<file path="src/rtl/mdio_regfile_pkg.sv">
package mdio_regfile_pkg;

  typedef enum logic [2:0] {
    FS_PRE,
    FS_START,
    FS_HDR,
    FS_TA,
    FS_DATA
  } frame_st_e;

  localparam logic [1:0] OP_RD = 2'b10;
  localparam logic [1:0] OP_WR = 2'b01;

  localparam logic [4:0] RA_CTRL = 5'd0;
  localparam logic [4:0] RA_STAT = 5'd1;
  localparam logic [4:0] RA_ID_H = 5'd2;
  localparam logic [4:0] RA_ID_L = 5'd3;
  localparam logic [4:0] RA_ADV  = 5'd4;
  localparam logic [4:0] RA_LPA  = 5'd5;
  localparam logic [4:0] RA_EXP  = 5'd6;

  localparam logic [14:0] CTRL_DEF   = 15'h3100;
  localparam logic [14:0] CTRL_WMASK = 15'h7D00;
  localparam logic [15:0] STAT_FIX   = 16'h0F49;
  localparam logic [13:0] ADV_DEF    = 14'h05E1;
  localparam logic [15:0] LPA_DEF    = 16'h0001;

endpackage

</file>
<file path="src/rtl/mdio_sync.sv">
module mdio_sync #(
  parameter int STAGES = 2
) (
  input  logic clk,
  input  logic rst,
  input  logic mdc_i,
  input  logic mdio_i,
  output logic bit_rise,
  output logic bit_val
);
  localparam int LAST = STAGES - 1;

  logic [LAST:0] mdc_sr;
  logic [LAST:0] dat_sr;
  logic          mdc_prev;

  generate
    if (STAGES == 1) begin : g_one
      always_ff @(posedge clk) begin
        if (rst) begin
          mdc_sr <= '0;
          dat_sr <= '1;
        end else begin
          mdc_sr <= mdc_i;
          dat_sr <= mdio_i;
        end
      end
    end else begin : g_many
      always_ff @(posedge clk) begin
        if (rst) begin
          mdc_sr <= '0;
          dat_sr <= '1;
        end else begin
          mdc_sr <= {mdc_sr[LAST-1:0], mdc_i};
          dat_sr <= {dat_sr[LAST-1:0], mdio_i};
        end
      end
    end
  endgenerate

  always_ff @(posedge clk) begin
    if (rst) mdc_prev <= 1'b0;
    else     mdc_prev <= mdc_sr[LAST];
  end

  assign bit_rise = mdc_sr[LAST] & ~mdc_prev;
  assign bit_val  = dat_sr[LAST];
endmodule

</file>
<file path="src/rtl/mdio_frame.sv">
module mdio_frame
  import mdio_regfile_pkg::*;
#(
  parameter int PRE_LEN = 32
) (
  input  logic        clk,
  input  logic        rst,
  input  logic        bit_rise,
  input  logic        bit_val,
  input  logic [4:0]  phy_addr,
  input  logic [15:0] rdata,
  output logic        rd_stb,
  output logic        wr_stb,
  output logic [4:0]  reg_addr,
  output logic [15:0] wdata,
  output logic        mdio_o,
  output logic        mdio_oe
);
  localparam int PW = $clog2(PRE_LEN + 1);
  localparam logic [PW-1:0] PRE_MAX = PW'(PRE_LEN);

  frame_st_e    st;
  logic [PW-1:0] pre_cnt;
  logic [3:0]   bit_cnt;
  logic [11:0]  hdr_q;
  logic [15:0]  sh_q;
  logic         do_rd;
  logic         do_wr;

  logic [11:0] hdr_nx;
  logic        hit;
  assign hdr_nx = {hdr_q[10:0], bit_val};
  assign hit    = (hdr_nx[9:5] == phy_addr);
  assign wdata  = sh_q;

  always_ff @(posedge clk) begin
    if (rst) begin
      st       <= FS_PRE;
      pre_cnt  <= '0;
      bit_cnt  <= '0;
      hdr_q    <= '0;
      sh_q     <= '0;
      do_rd    <= 1'b0;
      do_wr    <= 1'b0;
      rd_stb   <= 1'b0;
      wr_stb   <= 1'b0;
      reg_addr <= '0;
      mdio_o   <= 1'b0;
      mdio_oe  <= 1'b0;
    end else begin
      rd_stb <= 1'b0;
      wr_stb <= 1'b0;
      if (rd_stb) sh_q <= rdata;
      if (bit_rise) begin
        unique case (st)
          FS_PRE: begin
            if (bit_val) begin
              if (pre_cnt != PRE_MAX) pre_cnt <= pre_cnt + 1'b1;
            end else begin
              if (pre_cnt == PRE_MAX) st <= FS_START;
              pre_cnt <= '0;
            end
          end
          FS_START: begin
            bit_cnt <= '0;
            st      <= bit_val ? FS_HDR : FS_PRE;
          end
          FS_HDR: begin
            hdr_q   <= hdr_nx;
            bit_cnt <= bit_cnt + 1'b1;
            if (bit_cnt == 4'd11) begin
              do_rd    <= hit && (hdr_nx[11:10] == OP_RD);
              do_wr    <= hit && (hdr_nx[11:10] == OP_WR);
              rd_stb   <= hit && (hdr_nx[11:10] == OP_RD);
              reg_addr <= hdr_nx[4:0];
              bit_cnt  <= '0;
              st       <= FS_TA;
            end
          end
          FS_TA: begin
            if (bit_cnt == 4'd0) begin
              bit_cnt <= 4'd1;
              if (do_rd) begin
                mdio_oe <= 1'b1;
                mdio_o  <= 1'b0;
              end
            end else begin
              bit_cnt <= '0;
              st      <= FS_DATA;
              if (do_rd) begin
                mdio_o <= sh_q[15];
                sh_q   <= {sh_q[14:0], 1'b0};
              end
            end
          end
          FS_DATA: begin
            bit_cnt <= bit_cnt + 1'b1;
            if (do_rd) begin
              mdio_o <= sh_q[15];
              sh_q   <= {sh_q[14:0], 1'b0};
            end else begin
              sh_q <= {sh_q[14:0], bit_val};
            end
            if (bit_cnt == 4'd15) begin
              mdio_oe <= 1'b0;
              mdio_o  <= 1'b0;
              wr_stb  <= do_wr;
              pre_cnt <= '0;
              bit_cnt <= '0;
              st      <= FS_PRE;
            end
          end
          default: st <= FS_PRE;
        endcase
      end
    end
  end
endmodule

</file>
<file path="src/rtl/mgmt_regs.sv">
module mgmt_regs
  import mdio_regfile_pkg::*;
#(
  parameter int          RST_CYCLES = 1500,
  parameter logic [15:0] ID_HI      = 16'h001C,
  parameter logic [15:0] ID_LO      = 16'hC883
) (
  input  logic        clk,
  input  logic        rst,
  input  logic        rd_stb,
  input  logic        wr_stb,
  input  logic [4:0]  addr,
  input  logic [15:0] wdata,
  output logic [15:0] rdata,
  input  logic        link_up_i,
  input  logic        jabber_evt_i,
  input  logic        an_complete_i,
  input  logic        an_duplex_i,
  input  logic        lcw_rcv_i,
  input  logic [15:0] lp_word_i,
  output logic        sw_rst_o,
  output logic        speed_o,
  output logic        duplex_o,
  output logic        an_en_o
);
  localparam int RW = $clog2(RST_CYCLES + 1);
  localparam logic [RW-1:0] RST_LOAD = RW'(RST_CYCLES);

  logic [RW-1:0] rst_cnt;
  logic [14:0]   ctrl_q;
  logic [13:0]   adv_q;
  logic [15:0]   lpa_q;
  logic          link_lat;
  logic          jab_lat;
  logic          page_lat;

  logic busy, dup_eff, rd_stat, rd_exp, wr_ctrl, wr_adv;
  assign busy    = (rst_cnt != '0);
  assign dup_eff = ctrl_q[12] ? an_duplex_i : ctrl_q[8];
  assign rd_stat = rd_stb && (addr == RA_STAT);
  assign rd_exp  = rd_stb && (addr == RA_EXP);
  assign wr_ctrl = wr_stb && (addr == RA_CTRL) && !busy;
  assign wr_adv  = wr_stb && (addr == RA_ADV);

  always_ff @(posedge clk) begin
    if (rst) begin
      rst_cnt  <= '0;
      ctrl_q   <= CTRL_DEF;
      adv_q    <= ADV_DEF;
      lpa_q    <= LPA_DEF;
      link_lat <= 1'b0;
      jab_lat  <= 1'b0;
      page_lat <= 1'b0;
    end else begin
      if (busy) rst_cnt <= rst_cnt - 1'b1;
      if (wr_ctrl) begin
        if (wdata[15]) begin
          ctrl_q  <= CTRL_DEF;
          adv_q   <= ADV_DEF;
          rst_cnt <= RST_LOAD;
        end else begin
          ctrl_q <= wdata[14:0] & CTRL_WMASK;
        end
      end else if (wr_adv) begin
        adv_q <= wdata[13:0];
      end
      if (!link_up_i)   link_lat <= 1'b0;
      else if (rd_stat) link_lat <= 1'b1;
      if (jabber_evt_i) jab_lat <= 1'b1;
      else if (rd_stat) jab_lat <= 1'b0;
      if (lcw_rcv_i) begin
        page_lat <= 1'b1;
        lpa_q    <= lp_word_i;
      end else if (rd_exp) begin
        page_lat <= 1'b0;
      end
    end
  end

  always_comb begin
    unique case (addr)
      RA_CTRL: rdata = {busy, ctrl_q[14:9], dup_eff, ctrl_q[7:0]};
      RA_STAT: rdata = STAT_FIX | {10'b0, an_complete_i, 2'b0, link_lat, jab_lat, 1'b0};
      RA_ID_H: rdata = ID_HI;
      RA_ID_L: rdata = ID_LO;
      RA_ADV:  rdata = {2'b00, adv_q};
      RA_LPA:  rdata = lpa_q;
      RA_EXP:  rdata = {14'b0, page_lat, 1'b0};
      default: rdata = 16'h0000;
    endcase
  end

  always_ff @(posedge clk) begin
    if (rst) begin
      sw_rst_o <= 1'b0;
      speed_o  <= CTRL_DEF[13];
      an_en_o  <= CTRL_DEF[12];
      duplex_o <= CTRL_DEF[8];
    end else begin
      sw_rst_o <= busy;
      speed_o  <= ctrl_q[13];
      an_en_o  <= ctrl_q[12];
      duplex_o <= dup_eff;
    end
  end
endmodule

</file>
<file path="src/rtl/mdio_regfile.sv">
module mdio_regfile #(
  parameter int          PRE_LEN     = 32,
  parameter int          SYNC_STAGES = 2,
  parameter int          RST_CYCLES  = 1500,
  parameter logic [15:0] ID_HI       = 16'h001C,
  parameter logic [15:0] ID_LO       = 16'hC883
) (
  input  logic        clk,
  input  logic        rst,
  input  logic        mdc_i,
  input  logic        mdio_i,
  output logic        mdio_o,
  output logic        mdio_oe,
  input  logic [4:0]  phy_addr_i,
  input  logic        link_up_i,
  input  logic        jabber_evt_i,
  input  logic        an_complete_i,
  input  logic        an_duplex_i,
  input  logic        lcw_rcv_i,
  input  logic [15:0] lp_word_i,
  output logic        sw_rst_o,
  output logic        speed_o,
  output logic        duplex_o,
  output logic        an_en_o
);
  logic        bit_rise, bit_val;
  logic        rd_stb, wr_stb;
  logic [4:0]  reg_addr;
  logic [15:0] wdata, rdata;

  mdio_sync #(.STAGES(SYNC_STAGES)) u_sync (
    .clk(clk), .rst(rst), .mdc_i(mdc_i), .mdio_i(mdio_i),
    .bit_rise(bit_rise), .bit_val(bit_val)
  );

  mdio_frame #(.PRE_LEN(PRE_LEN)) u_frame (
    .clk(clk), .rst(rst), .bit_rise(bit_rise), .bit_val(bit_val),
    .phy_addr(phy_addr_i), .rdata(rdata),
    .rd_stb(rd_stb), .wr_stb(wr_stb), .reg_addr(reg_addr), .wdata(wdata),
    .mdio_o(mdio_o), .mdio_oe(mdio_oe)
  );

  mgmt_regs #(.RST_CYCLES(RST_CYCLES), .ID_HI(ID_HI), .ID_LO(ID_LO)) u_regs (
    .clk(clk), .rst(rst), .rd_stb(rd_stb), .wr_stb(wr_stb),
    .addr(reg_addr), .wdata(wdata), .rdata(rdata),
    .link_up_i(link_up_i), .jabber_evt_i(jabber_evt_i),
    .an_complete_i(an_complete_i), .an_duplex_i(an_duplex_i),
    .lcw_rcv_i(lcw_rcv_i), .lp_word_i(lp_word_i),
    .sw_rst_o(sw_rst_o), .speed_o(speed_o), .duplex_o(duplex_o), .an_en_o(an_en_o)
  );
endmodule

</file>
<file path="config.mk">
export PLATFORM = sky130hd
export DESIGN_NAME = mdio_regfile
export DESIGN_NICKNAME = d
export VERILOG_FILES = /design/src/rtl/mdio_regfile_pkg.sv /design/src/rtl/mdio_sync.sv /design/src/rtl/mdio_frame.sv /design/src/rtl/mgmt_regs.sv /design/src/rtl/mdio_regfile.sv
export SDC_FILE = /design/constraint.sdc
export NUM_CORES = 1
export LEC_CHECK = 0
export ABC_AREA = 1
export BUFFER_PORTS_ARGS = -buffer_cell sky130_fd_sc_hd__buf_2
export CORE_UTILIZATION = 60
export DETAILED_ROUTE_END_ITERATION = 8
export GPL_ROUTABILITY_DRIVEN = 0
export GPL_TIMING_DRIVEN = 0
export PLACE_DENSITY = 0.89
export SYNTH_ARGS = -nofsm -noshare
export SYNTH_HDL_FRONTEND = slang
export SYNTH_SLANG_ARGS = --single-unit
</file>
<file path="constraint.sdc">
create_clock -name clk -period 2.6 [get_ports clk]
set_clock_uncertainty 0.05 [all_clocks]
set_input_delay 0.52 -clock clk [delete_from_list [all_inputs] [get_ports clk]]
set_output_delay 0.52 -clock clk [all_outputs]
set_load 0.02 [all_outputs]
</file>
Yosys cells after proc, flatten, opt, wreduce, memory -nomap -nowiden. Index checks and enable logic that the tools add are counted.

Add/subtract/negate cells: 3. Equal/unequal tests: 27. Multiplexer cells: 43. Bitwise operators: 8. Reduce and logical (&&, ||, !) cells: 29.

Operator list (number): case mux 16 bit (7 select lines) (1); 2-to-1 mux 16 bit (4); 2-to-1 mux 14 bit (3); 2-to-1 mux 11 bit (3); case mux 16 bit (2 select lines) (1); 2-to-1 mux 6 bit (3); case mux 4 bit (4 select lines) (1); equality test 5 x 3 -> 1 bit, second input constant (3); 2-to-1 mux 15 bit (1); 2-to-1 mux 3 bit (5); case mux 3 bit (5 select lines) (1); 2-to-1 mux 1 bit (14); case mux 6 bit (2 select lines) (1); nonzero test 11 bit (1); subtractor 11 x 1 -> 11 bit, second input constant (1); equality test 5 x 2 -> 1 bit, second input constant (2); != test 2 x 1 -> 1 bit, second input constant (5); nonzero test 2 bit (5); equality test 4 bit, second input constant (2); 2-to-1 mux 4 bit (2); OR reduction 4 bit (2); logical AND 1 bit (7); NOT 1 bit (7); adder 6 x 1 -> 6 bit, second input constant (1); 26 further kinds (34).

Register bits after elaboration: 119. Input bits: 30. Output and inout bits: 6. Word-level logic and storage cells: 136.

Longest topological paths before layout. Gate-level depths: netlist of run 1.

Depth after elaboration: 7. Gate-level depth with buffers: 14.

Cells and area by module. From an unflattened synthesis of run 1, not the netlist that was laid out.

Cells, all modules: 708. Area total of the unflattened synthesis: 5186.2 um2.

By module, submodules not included: mdio_frame (times used 1, cells each 350, area an instance 2536.2 um2); mgmt_regs (times used 1, cells each 341, area an instance 2504.9 um2); mdio_sync (times used 1, cells each 17, area an instance 145.1 um2).

Worst setup path after synthesis of run 1. Ideal clock, no wire load.

Path kind: register to register. Start point: register u_regs.rst_cnt[0]. End point: register u_regs.adv_q[13]. Library setup time: 138 ps. Data arrival time: 1538 ps. Slack: 874 ps. Stages on the path, launching flop included: 12. Buffers on the path: 0. Period minus slack after synthesis: 1726 ps. Path through: dfxtp_1 inv_1 ha_1 nand2_2 nor2_4 nand2_4 nor3_4 nand2_4 nand2_8 inv_8 nand2_2 a21oi_2.

Cells in the longest elaborated chain, start to end: 5. Elaborated cells between the ends (all ways): 7.

RTL lines: from (decl) (line mgmt_regs.sv:29) `logic [RW-1:0] rst_cnt;`; from (signal assigned) (line mgmt_regs.sv:55) `if (busy) rst_cnt <= rst_cnt - 1'b1;`; nonzero test 11 bit (*) (line mgmt_regs.sv:38) `assign busy = (rst_cnt != '0);`; logical NOT 1 bit (*) (line mgmt_regs.sv:42) `assign wr_ctrl = wr_stb && (addr == RA_CTRL) && !busy;`; logical AND 1 bit (*) (line mgmt_regs.sv:42); != test 2 bit (no source line) / nonzero test 2 bit (equally long branches); AND reduction 2 bit (no source line); to (signal assigned) (line mgmt_regs.sv:65) `adv_q <= wdata[13:0];`; to (decl) (line mgmt_regs.sv:31) `logic [13:0] adv_q;`.

Every way passes the cells marked *; elsewhere a longest branch is shown, timed or not. A chain may end at the register's enable or synchronous reset.

Worst setup path in the final report of run 1.
Start point: register u_frame.bit_cnt[0]. End point: register u_frame.sh_q[10], in the netlist u_frame.wdata[10].

Cells in the longest elaborated chain, start to end: 4.

RTL lines: from (decl) (line mdio_frame.sv:24) `logic [3:0] bit_cnt;`; from (signal assigned) (line mdio_frame.sv:70) `bit_cnt <= bit_cnt + 1'b1;`; from (signal assigned) (line mdio_frame.sv:97) `bit_cnt <= bit_cnt + 1'b1;`; logical NOT 4 bit (line mdio_frame.sv:81) `if (bit_cnt == 4'd0) begin`; 2-to-1 mux 16 bit (line mdio_frame.sv:81); case mux 16 bit (2 select lines) (line mdio_frame.sv:55) `unique case (st)`; 2-to-1 mux 16 bit (line mdio_frame.sv:54) `if (bit_rise) begin`; to (signal assigned) (line mdio_frame.sv:53) `if (rd_stb) sh_q <= rdata;`; to (signal assigned) (line mdio_frame.sv:92) `sh_q <= {sh_q[14:0], 1'b0};`; to (signal assigned) (line mdio_frame.sv:100) `sh_q <= {sh_q[14:0], 1'b0};`; to (decl) (line mdio_frame.sv:26) `logic [15:0] sh_q;`.

No other way between the ends.

==> results of run 1 <==
-- power groups by stage --
| stage | clock, mW | combinational, mW | sequential, mW |
|---|---|---|---|
| global placement | 0 | 0.550 | 1.89 |
| floorplan | 0 | 0.452 | 1.89 |
| CTS | 1.04 | 0.587 | 1.86 |
| detailed placement | 0 | 0.580 | 1.89 |
| global route | 1.11 | 0.668 | 1.87 |
| finish | 1.04 | 0.585 | 1.85 |
-- cells in the mapped netlist, drive strengths merged --
cell type | number | share of area [%]
o211ai | 7 | 0.97
o21bai | 1 | 0.14
buf | 13 | 1.7
o221ai | 1 | 0.16
a21oi | 63 | 6.5
o41ai | 1 | 0.16
nand3 | 44 | 4.3
xor2 | 5 | 0.81
o21ai | 69 | 6.7
clkbuf | 18 | 1.2
nor3 | 16 | 1.9
nand2 | 187 | 14
ha | 5 | 1.2
o32ai | 1 | 0.16
nand4 | 19 | 2.2
o22ai | 6 | 0.69
nand3b | 2 | 0.28
or2 | 4 | 0.46
a31o | 1 | 0.16
dfxtp | 110 | 41
a221oi | 1 | 0.16
nor4 | 3 | 0.35
nor2 | 104 | 8.2
a211oi | 3 | 0.42
inv | 78 | 5.6
xnor2 | 4 | 0.65
clkinv | 2 | 0.14
-- per-stage QoR --
stage / power (mW) / instance area, um^2
floorplan: 2.34 / 5420
global placement: 2.44 / 5720
detailed placement: 2.47 / 5720
CTS: 3.48 / 5920
global route: 3.64 / 5920
finish: 3.47 / 5920
-- path summary, 6_finish.rpt --
check / slack (ns) / from / to / cells after the start
setup / recovery: 0.51 / u_frame.bit_cnt[0]$_SDFFE_PP0P_ / u_frame.wdata[10]$_SDFF_PP0_ / 13
hold / removal: 0.27 / mdio_i / u_sync.dat_sr[0]$_SDFF_PP1_ / 2
setup reg to reg: 0.51 / u_frame.bit_cnt[0]$_SDFFE_PP0P_ / u_frame.wdata[10]$_SDFF_PP0_ / 13
hold reg to reg: 0.37 / u_sync.mdc_sr[0]$_SDFF_PP0_ / u_sync.mdc_sr[1]$_SDFF_PP0_ / 2
-- cell type report --
class,count,area share (%)
multi-input combinational,547,46.4
clock buffer,10,2.33
timing repair buffer,34,2.88
tap,108,2.28
inverter,80,5.24
sequential,110,37.2
clock inverter,6,0.973
buffer,31,2.73
-- flip-flops by register name, indices dropped and copies added, names as in the netlist, 2 cells and up --
| signal | count |
|---|---|
| u_frame.pre_cnt | 6 |
| u_frame.reg_addr | 5 |
| u_regs.lpa_q | 16 |
| u_sync.dat_sr | 2 |
| u_regs.ctrl_q | 6 |
| u_frame.st | 3 |
| u_regs.rst_cnt | 11 |
| u_frame.wdata | 16 |
| u_regs.adv_q | 14 |
| u_frame.hdr_q | 11 |
| u_frame.bit_cnt | 4 |
| u_sync.mdc_sr | 2 |
-- worst max-delay path, stage by stage (launching register included) --
cell      delay (ns)
dfxtp_1         0.43
inv_1           0.08
ha_1            0.20
nand3_1         0.11
inv_1           0.06
nor2_1          0.13
inv_1           0.08
clkbuf_1        0.25
o21ai_0         0.26
inv_1           0.08
nand2_1         0.08
nand2_1         0.05
nand2_1         0.05
a21oi_1         0.06
-- logic make-up after synthesis --
family                   Yosys count  share of synthesized area, %
AND/OR/NAND/NOR                  379                          31.8
buffers and inverters            111                          8.71
adder cells (fa/ha/maj)            5                          1.16
AO/OA/AOI/OAI                    154                          16.2
flip-flops                       110                          40.7
XOR/XNOR                           9                          1.46
-- routing by layer --
layer  track usage [%]  vias to the layer above  wire (um)  share of wire [%]
met3              5.27                       70        999                7.2
li1                  -                     2603          -                  -
met4              17.5                        0        671                4.8
met1              35.8                     2502       5470                 39
met2              52.9                      247       6820                 49
met5                 0                        -          0                  0
==> run metrics, run 1 <==
outcome completed; Slew @ Worst Pin 0.712 ns; Max Cap Viol 0; CTS tree built; chip width 97.0 um; WL final 14.0 mm; WS Path Type flop to flop; fin cells 926; area of the core 8720 um^2; Port Buf Inserts 34; Clock Pin Slew Worst Setup and Hold Paths 0.11 ns; Layout area overhead 9.24%; final setup vio count 0; initial antenna violation count 0; slew margin rel. 52.5%; Logic pwr share 16.8%; Worst setup EP type flop; fin crit share 80.6%; Total GRT Usage 30.7%; 1st-iter DRT viols 538; storage element area 2200 um^2; Gate Count Post-Synth 768; nets@finish 848; area of the multi-input gates 2740 um^2; Sum Neg Setup Slack 0 ns; vias in the first global route 5376; Avg Vias per Cell 5.86; clock share of power 29.8%; mean post-synth cell area 7.05 um^2; Worst-Skew Late Latency 0.38 ns; H-tree depth 3; post-synthesis cell area 5420 um^2; clock root cell clkbuf_8; FMAX 477 MHz; most frequent cells in the layout nand2_1, dfxtp_1, nor2_1; die area 9410 um^2; drt drc 0; CTS max path bufs 2; share of cells above drive strength 1 14.2%; Final HPWL DP 10.0 mm; Final Hold Viols 0; I/O pin count 36; die height 97.0 um; largest net degree at the start of global routing 21; pwr dens 587 nW/um^2; register area share after synthesis 40.7%; Flop pwr share 53.4%; sw power 1.07 mW; total iterations of the first detailed-routing run 6; Static Leak 2.63 nW; Layout Utilization 67.8%; switching part of the total power 30.9%; Final Worst Setup Slack 0.505 ns; Placed Instances 910; ANT cells 0; Distinct cells, synth 43; Fin Hold WS 0.267 ns; setup bufs post-CTS 0; hold crit path type input pin to flop; fill cell count 731; Slew Viols, Final 0; grt ovf 0; CTS resizes 0; commonest non-fill, non-tap cell in the layout nand2_1; cell-internal power 2.40 mW; CP Data Arrival Time 2.29 ns; remaining antenna violation count after routing 0; post-synth net total 803; total CTS buffers 9; Hold-fix buffers, CTS 0; routed via count 5422; Synth Register Bits 110; Routed wire per std cell 15.1 um; clock tree sinks 110; first-pass GRT wire length 23.7 mm; initial cell density of the core 62.1%; Tmin final 2.09 ns; Worst EP required 2.80 ns; CP Max Fanout 10; pre-CTS WS 0.626 ns; maximum vdd drop 0.366 mV; row cnt 34; Ys Warns 0; unrepaired setup endpoints after global routing no; crit start category flop
(Power assumes the default switching activity.)
==> run 2: changes to the inputs <==
==> constraint.sdc (replaced) <==
create_clock -name clk -period 2.1 [get_ports clk]
set_clock_uncertainty 0.05 [all_clocks]
set_input_delay 0.42 -clock clk [delete_from_list [all_inputs] [get_ports clk]]
set_output_delay 0.42 -clock clk [all_outputs]
set_load 0.02 [all_outputs]
==> run 2 against run 1 <==
  * Non-clock buffer count grew 3
  * Critical path depth shrank 5
  * Flip-flop and latch count is the same
  * Global-route usage is the same
  * Highest routed layer unchanged
==> run metrics, run 2 (same netlist as run 1, synthesis figures left out) <==
Fin Hold WS 0.166 ns (-0.101 ns); Worst-Skew Late Latency 0.38 ns (about the same); Total GRT Usage 30.7% (unchanged); most frequent cells in the layout nand2_1, dfxtp_1, nor2_1; Tmin final 1.95 ns (-0.149 ns); grt ovf 0 (unchanged); pre-CTS WS 0.126 ns (-0.500 ns); Worst EP required 2.35 ns (-0.45 ns); cell repeated most along the worst path inv_1; hold crit path type input pin to flop; Final HPWL DP 10.0 mm (unchanged); fin cells 929 (+0.32%); crit start category flop; Static Leak 2.66 nW (+1.0%); Placed Instances 910 (unchanged); largest net degree at the start of global routing 21 (unchanged); CP Cell Sequence inv_1 > ha_1 > nand2_2 > nor2_4 > nand2_4 > nor4_1 > inv_1 > a21oi_1; CP Data Arrival Time 2.20 ns (-0.09 ns); outcome completed; Slew Viols, Final 0 (unchanged); H-tree depth 3 (unchanged); Largest stage delay, worst path 0.55 ns (+0.12 ns); FMAX 514 MHz (+7.7%); fin area 5960 um^2 (+0.70%); ANT cells 0 (unchanged); Final Worst Setup Slack 0.154 ns (-0.351 ns); Routed wire per std cell 15.2 um (+0.61%); Hold-fix buffers, CTS 0 (unchanged); initial cell density of the core 62.1% (unchanged); Slew @ Worst Pin 0.740 ns (+0.0285 ns); initial antenna violation count 0 (unchanged); CP Max Fanout 8 (-2); Post-DP Area 5720 um^2 (unchanged); vias in the first global route 5376 (unchanged); Port Buf Inserts 34 (unchanged); drt drc 0 (unchanged); crit-path leading delay family simple AND/OR/NAND/NOR gates; pwr dens 725 nW/um^2 (+24%); chip width 97.0 um (unchanged); routed via count 5461 (+0.72%); die height 97.0 um (unchanged); maximum vdd drop 0.460 mV (+26%); clock tree sinks 110 (unchanged); Final Hold Viols 0 (unchanged); Clock Pin Slew Worst Setup and Hold Paths 0.11 ns (about the same); row cnt 34 (unchanged); CTS tree built; total CTS buffers 9 (unchanged); final setup vio count 0 (unchanged); slew margin rel. 50.6% (-1.9 points); WL final 14.1 mm (+0.94%); die area 9410 um^2 (unchanged); WS Path Type flop to flop; area of the core 8720 um^2 (unchanged); remaining antenna violation count after routing 0 (unchanged); total iterations of the first detailed-routing run 5 (-1); Layout area overhead 10.0%; Worst setup EP type flop; fin crit share 92.6% (+12 points); Worst Path Buf+Inv 2 (-3); Avg Vias per Cell 5.88 (+0.39%); CTS max path bufs 2 (unchanged); CP max stage cell nor4_1; Max Cap Viol 0 (unchanged); first-pass GRT wire length 23.7 mm (unchanged); 1st-iter DRT viols 518 (-3.7%); commonest non-fill, non-tap cell in the layout nand2_1; nets@finish 851 (+0.35%); Final Total Pwr 4.32 mW (+24%); I/O pin count 36 (unchanged); clock root cell clkbuf_8; share of cells above drive strength 1 15.0% (+0.80 points)
run 2: final cells by class:
| cell class | instances | area (um^2) |
|---|---|---|
| fill | 722 | 2760 |
| multi-input combinational | 547 | 2760 |
| sequential | 110 | 2200 |
| inverter | 80 | 310 |
| timing repair buffer | 37 | 193 |
| buffer | 31 | 164 |
| clock buffer | 10 | 138 |
| tap | 108 | 135 |
| clock inverter | 6 | 57.6 |
run 2: path summary, 6_finish.rpt:
path / from / endpoint / slack [ns] / cells past startpoint
worst max register to register: u_regs.rst_cnt[0]$_SDFF_PP0_ / u_regs.rst_cnt[4]$_SDFF_PP0_ / 0.15 / 8
worst max-delay path: u_regs.rst_cnt[0]$_SDFF_PP0_ / u_regs.rst_cnt[4]$_SDFF_PP0_ / 0.15 / 8
worst min register to register: u_sync.mdc_sr[0]$_SDFF_PP0_ / u_sync.mdc_sr[1]$_SDFF_PP0_ / 0.37 / 2
worst min-delay path: mdio_i / u_sync.dat_sr[0]$_SDFF_PP1_ / 0.17 / 2
run 2: power by group:
part	switching, mW	leakage [nW]	internal [mW]
clock network	0.789	0.102	0.497
logic	0.462	1.66	0.275
registers	0.0926	0.896	2.21
total	1.34	2.66	2.98
run 2: repair_timing:
action                     in CTS  in global routing
setup endpoints to repair       0                 25
gates resized for setup         0                 10
buffers inserted                0                  3
run 2: stage by stage:
stage / utilization, % / TNS (ns)
2_1_floorplan: - / 0
5_1_grt: 68.3 / -0.00309
6_report: 68.3 / 0
4_1_cts: 67.8 / 0
3_5_place_dp: 65.6 / 0
3_3_place_gp: 65.6 / 0
run 2: per-layer routing:
metal | track usage, % | vias up | part of all wire, %
li1 | - | 2610 | -
met1 | 35.8 | 2507 | 40
met2 | 52.9 | 270 | 49
met3 | 5.27 | 74 | 6.7
met4 | 17.5 | 0 | 4.5
met5 | 0 | - | 0
run 2: worst reg2reg max path, delay by kind of cell (launching register included):
kind                       cells  cell delay, ns
and+or+nand+nor                4            0.93
DFF                            1            0.33
adders and majority gates      1            0.20
buffers and inverters          2            0.19
AOI/OAI and AO/OA              1            0.19
==> run 3: changes to the inputs <==
--- a/config.mk
+++ b/config.mk
@@ -7,7 +7,9 @@
 export LEC_CHECK = 0
 export ABC_AREA = 1
 export BUFFER_PORTS_ARGS = -buffer_cell sky130_fd_sc_hd__buf_2
-export CORE_UTILIZATION = 60
+export CELL_PAD_IN_SITES_DETAIL_PLACEMENT = 0
+export CELL_PAD_IN_SITES_GLOBAL_PLACEMENT = 1
+export CORE_UTILIZATION = 44
 export DETAILED_ROUTE_END_ITERATION = 8
 export GPL_ROUTABILITY_DRIVEN = 0
 export GPL_TIMING_DRIVEN = 0
==> run 3 against run 2 <==
  * Clock power rose by 28%
  * Non-clock buffer count did not move
  * Largest power group unchanged
  * Flip-flop and latch count unchanged
  * First-iteration DRC count decreased by 36%
  * Critical path type unchanged
  * Critical path depth up 5
  * Fmax increased by 0.19%
==> run metrics, run 3 (same netlist as run 1, synthesis figures left out) <==
outcome completed; Post-DP Area 5770 um^2 (+0.85%); routed via count 5141 (-5.9%); commonest non-fill, non-tap cell in the layout nand2_1; hold crit path type input pin to flop; Worst setup EP type flop; FMAX 515 MHz (+0.19%); total CTS buffers 9 (unchanged); initial cell density of the core 45.1% (-17 points); unrepaired setup endpoints after global routing no; Sum Neg Setup Slack 0 ns (unchanged); share of cells above drive strength 1 14.9% (-0.12 points); clock root cell clkbuf_16; Worst-Skew Late Latency 0.37 ns (about the same); final setup vio count 0 (unchanged); Routed wire per std cell 14.5 um (-4.6%); total iterations of the first detailed-routing run 5 (unchanged); H-tree depth 3 (unchanged); most frequent cells in the layout nand2_1, dfxtp_1, nor2_1; first-pass GRT wire length 23.3 mm (-1.7%); Max Cap Viol 0 (unchanged); WS Path Type flop to flop; vias in the first global route 4911 (-8.6%); Final Worst Setup Slack 0.158 ns (+0.00375 ns); ANT cells 0 (unchanged); Hold-fix buffers, CTS 0 (unchanged); initial antenna violation count 0 (unchanged); area of the core 12000 um^2 (+38%); Port Buf Inserts 34 (unchanged); 1st-iter DRT viols 331 (-36%); Static Leak 2.69 nW (+1.2%); CTS tree built; FF-to-FF End u_frame.wdata[2]$_SDFF_PP0_; Worst Setup EP u_frame.wdata[2]$_SDFF_PP0_; Slew @ Worst Pin 0.691 ns (-0.0495 ns); remaining antenna violation count after routing 0 (unchanged); crit start category flop; Total GRT Usage 23.3% (-7.3 points); Layout area overhead 12.6%; CP Data Arrival Time 2.12 ns (-0.08 ns); CP startpoint u_frame.bit_cnt[0]$_SDFFE_PP0P_; R2R depth 13 (+5); hold path depth 2 (unchanged); Final HPWL DP 10.3 mm (+3.4%); pre-CTS WS 0.0892 ns (-0.0371 ns); r2r startpoint u_frame.bit_cnt[0]$_SDFFE_PP0P_; die area 12800 um^2 (+36%); Fin Hold WS 0.186 ns (+0.0198 ns); Slew Viols, Final 0 (unchanged); drt drc 0 (unchanged); nets@finish 851 (unchanged); Worst EP required 2.28 ns (-0.07 ns); die height 113 um (+16%); Final Hold Viols 0 (unchanged); Avg Vias per Cell 5.31 (-9.7%); CTS max path bufs 2 (unchanged); Tmin final 1.94 ns (-0.00375 ns); slew margin rel. 53.9% (+3.3 points); fin area 6100 um^2 (+2.4%); I/O pin count 36 (unchanged); largest net degree at the start of global routing 19 (-9.5%); Clock Pin Slew Worst Setup and Hold Paths 0.08 ns (-0.03 ns); maximum vdd drop 0.557 mV (+21%); fin crit share 92.5% (-0.18 points); grt ovf 0 (unchanged); row cnt 40 (+18%); WL final 14.0 mm (-0.60%); worst reg-to-reg setup slack 0.16 ns (about the same); clock tree sinks 110 (unchanged); pwr dens 769 nW/um^2 (+5.9%); CP Max Fanout 10 (+2); chip width 113 um (+16%)
## run 3: changes by cell type in the layout (fill, tap and decap cells not counted), sizes merged
cell | before | now
inv | 83 | 79
clkinv | 3 | 6
clkbuf | 28 | 29
## run 3: cell type report
class | count | area [um^2]
Timing Repair Buffer | 37 | 193
Clock buffer | 11 | 233
Multi-Input combinational cell | 547 | 2770
Inverter | 80 | 310
Fill cell | 1244 | 5910
Tap cell | 147 | 184
Clock inverter | 5 | 43.8
Buffer | 31 | 163
Sequential cell | 110 | 2200
## run 3: worst min-delay path by stage
stage,from,end,slack [ns]
after detailed placement,u_sync.dat_sr[0]$_SDFF_PP1_,u_sync.dat_sr[1]$_SDFF_PP1_,0.35
after global placement,u_sync.dat_sr[0]$_SDFF_PP1_,u_sync.dat_sr[1]$_SDFF_PP1_,0.34
after CTS,mdio_i,u_sync.dat_sr[0]$_SDFF_PP1_,0.18
after global routing,mdio_i,u_sync.dat_sr[0]$_SDFF_PP1_,0.18
after floorplan,u_sync.mdc_sr[0]$_SDFF_PP0_,u_sync.mdc_sr[1]$_SDFF_PP0_,0.34
final,mdio_i,u_sync.dat_sr[0]$_SDFF_PP1_,0.19
## run 3: report_power, final
part	internal, mW	leakage (nW)	switching, mW
Sequential	2.21	0.895	0.0924
Combinational	0.281	1.66	0.461
Clock	0.820	0.134	0.829
## run 3: critical path: stages, from the launching register on
cell	delay, ns
dfxtp_1	0.39
inv_1	0.06
ha_1	0.20
nand3_1	0.10
inv_1	0.06
nor2_1	0.12
inv_1	0.09
clkbuf_1	0.23
o21ai_0	0.21
inv_1	0.06
nand2_1	0.06
nand2_1	0.05
nand2_1	0.06
a21oi_1	0.06
## run 3: timing repair
item,4_1_cts,5_1_grt
endpoints found under the hold margin,0,0
buffers inserted,0,3
endpoints found under the setup margin,0,22
gates resized for setup,0,9
## run 3: stage by stage
step / cells / util (%) / total power, mW
global placement: 949 / 48.0 / 3.03
global route: 968 / 50.8 / 4.93
CTS: 965 / 50.3 / 4.70
floorplan: 768 / - / 2.90
finish: 968 / 50.8 / 4.69
detailed placement: 949 / 48.0 / 3.06
## run 3: metal layers
layer  GRT usage [%]  wire length (um)  vias up
li1                -                 -     2608
met1            28.6              6360     2406
met2            40.2              6780      108
met3            5.62               629       19
met4            7.63               236        0
met5               0                 0        -
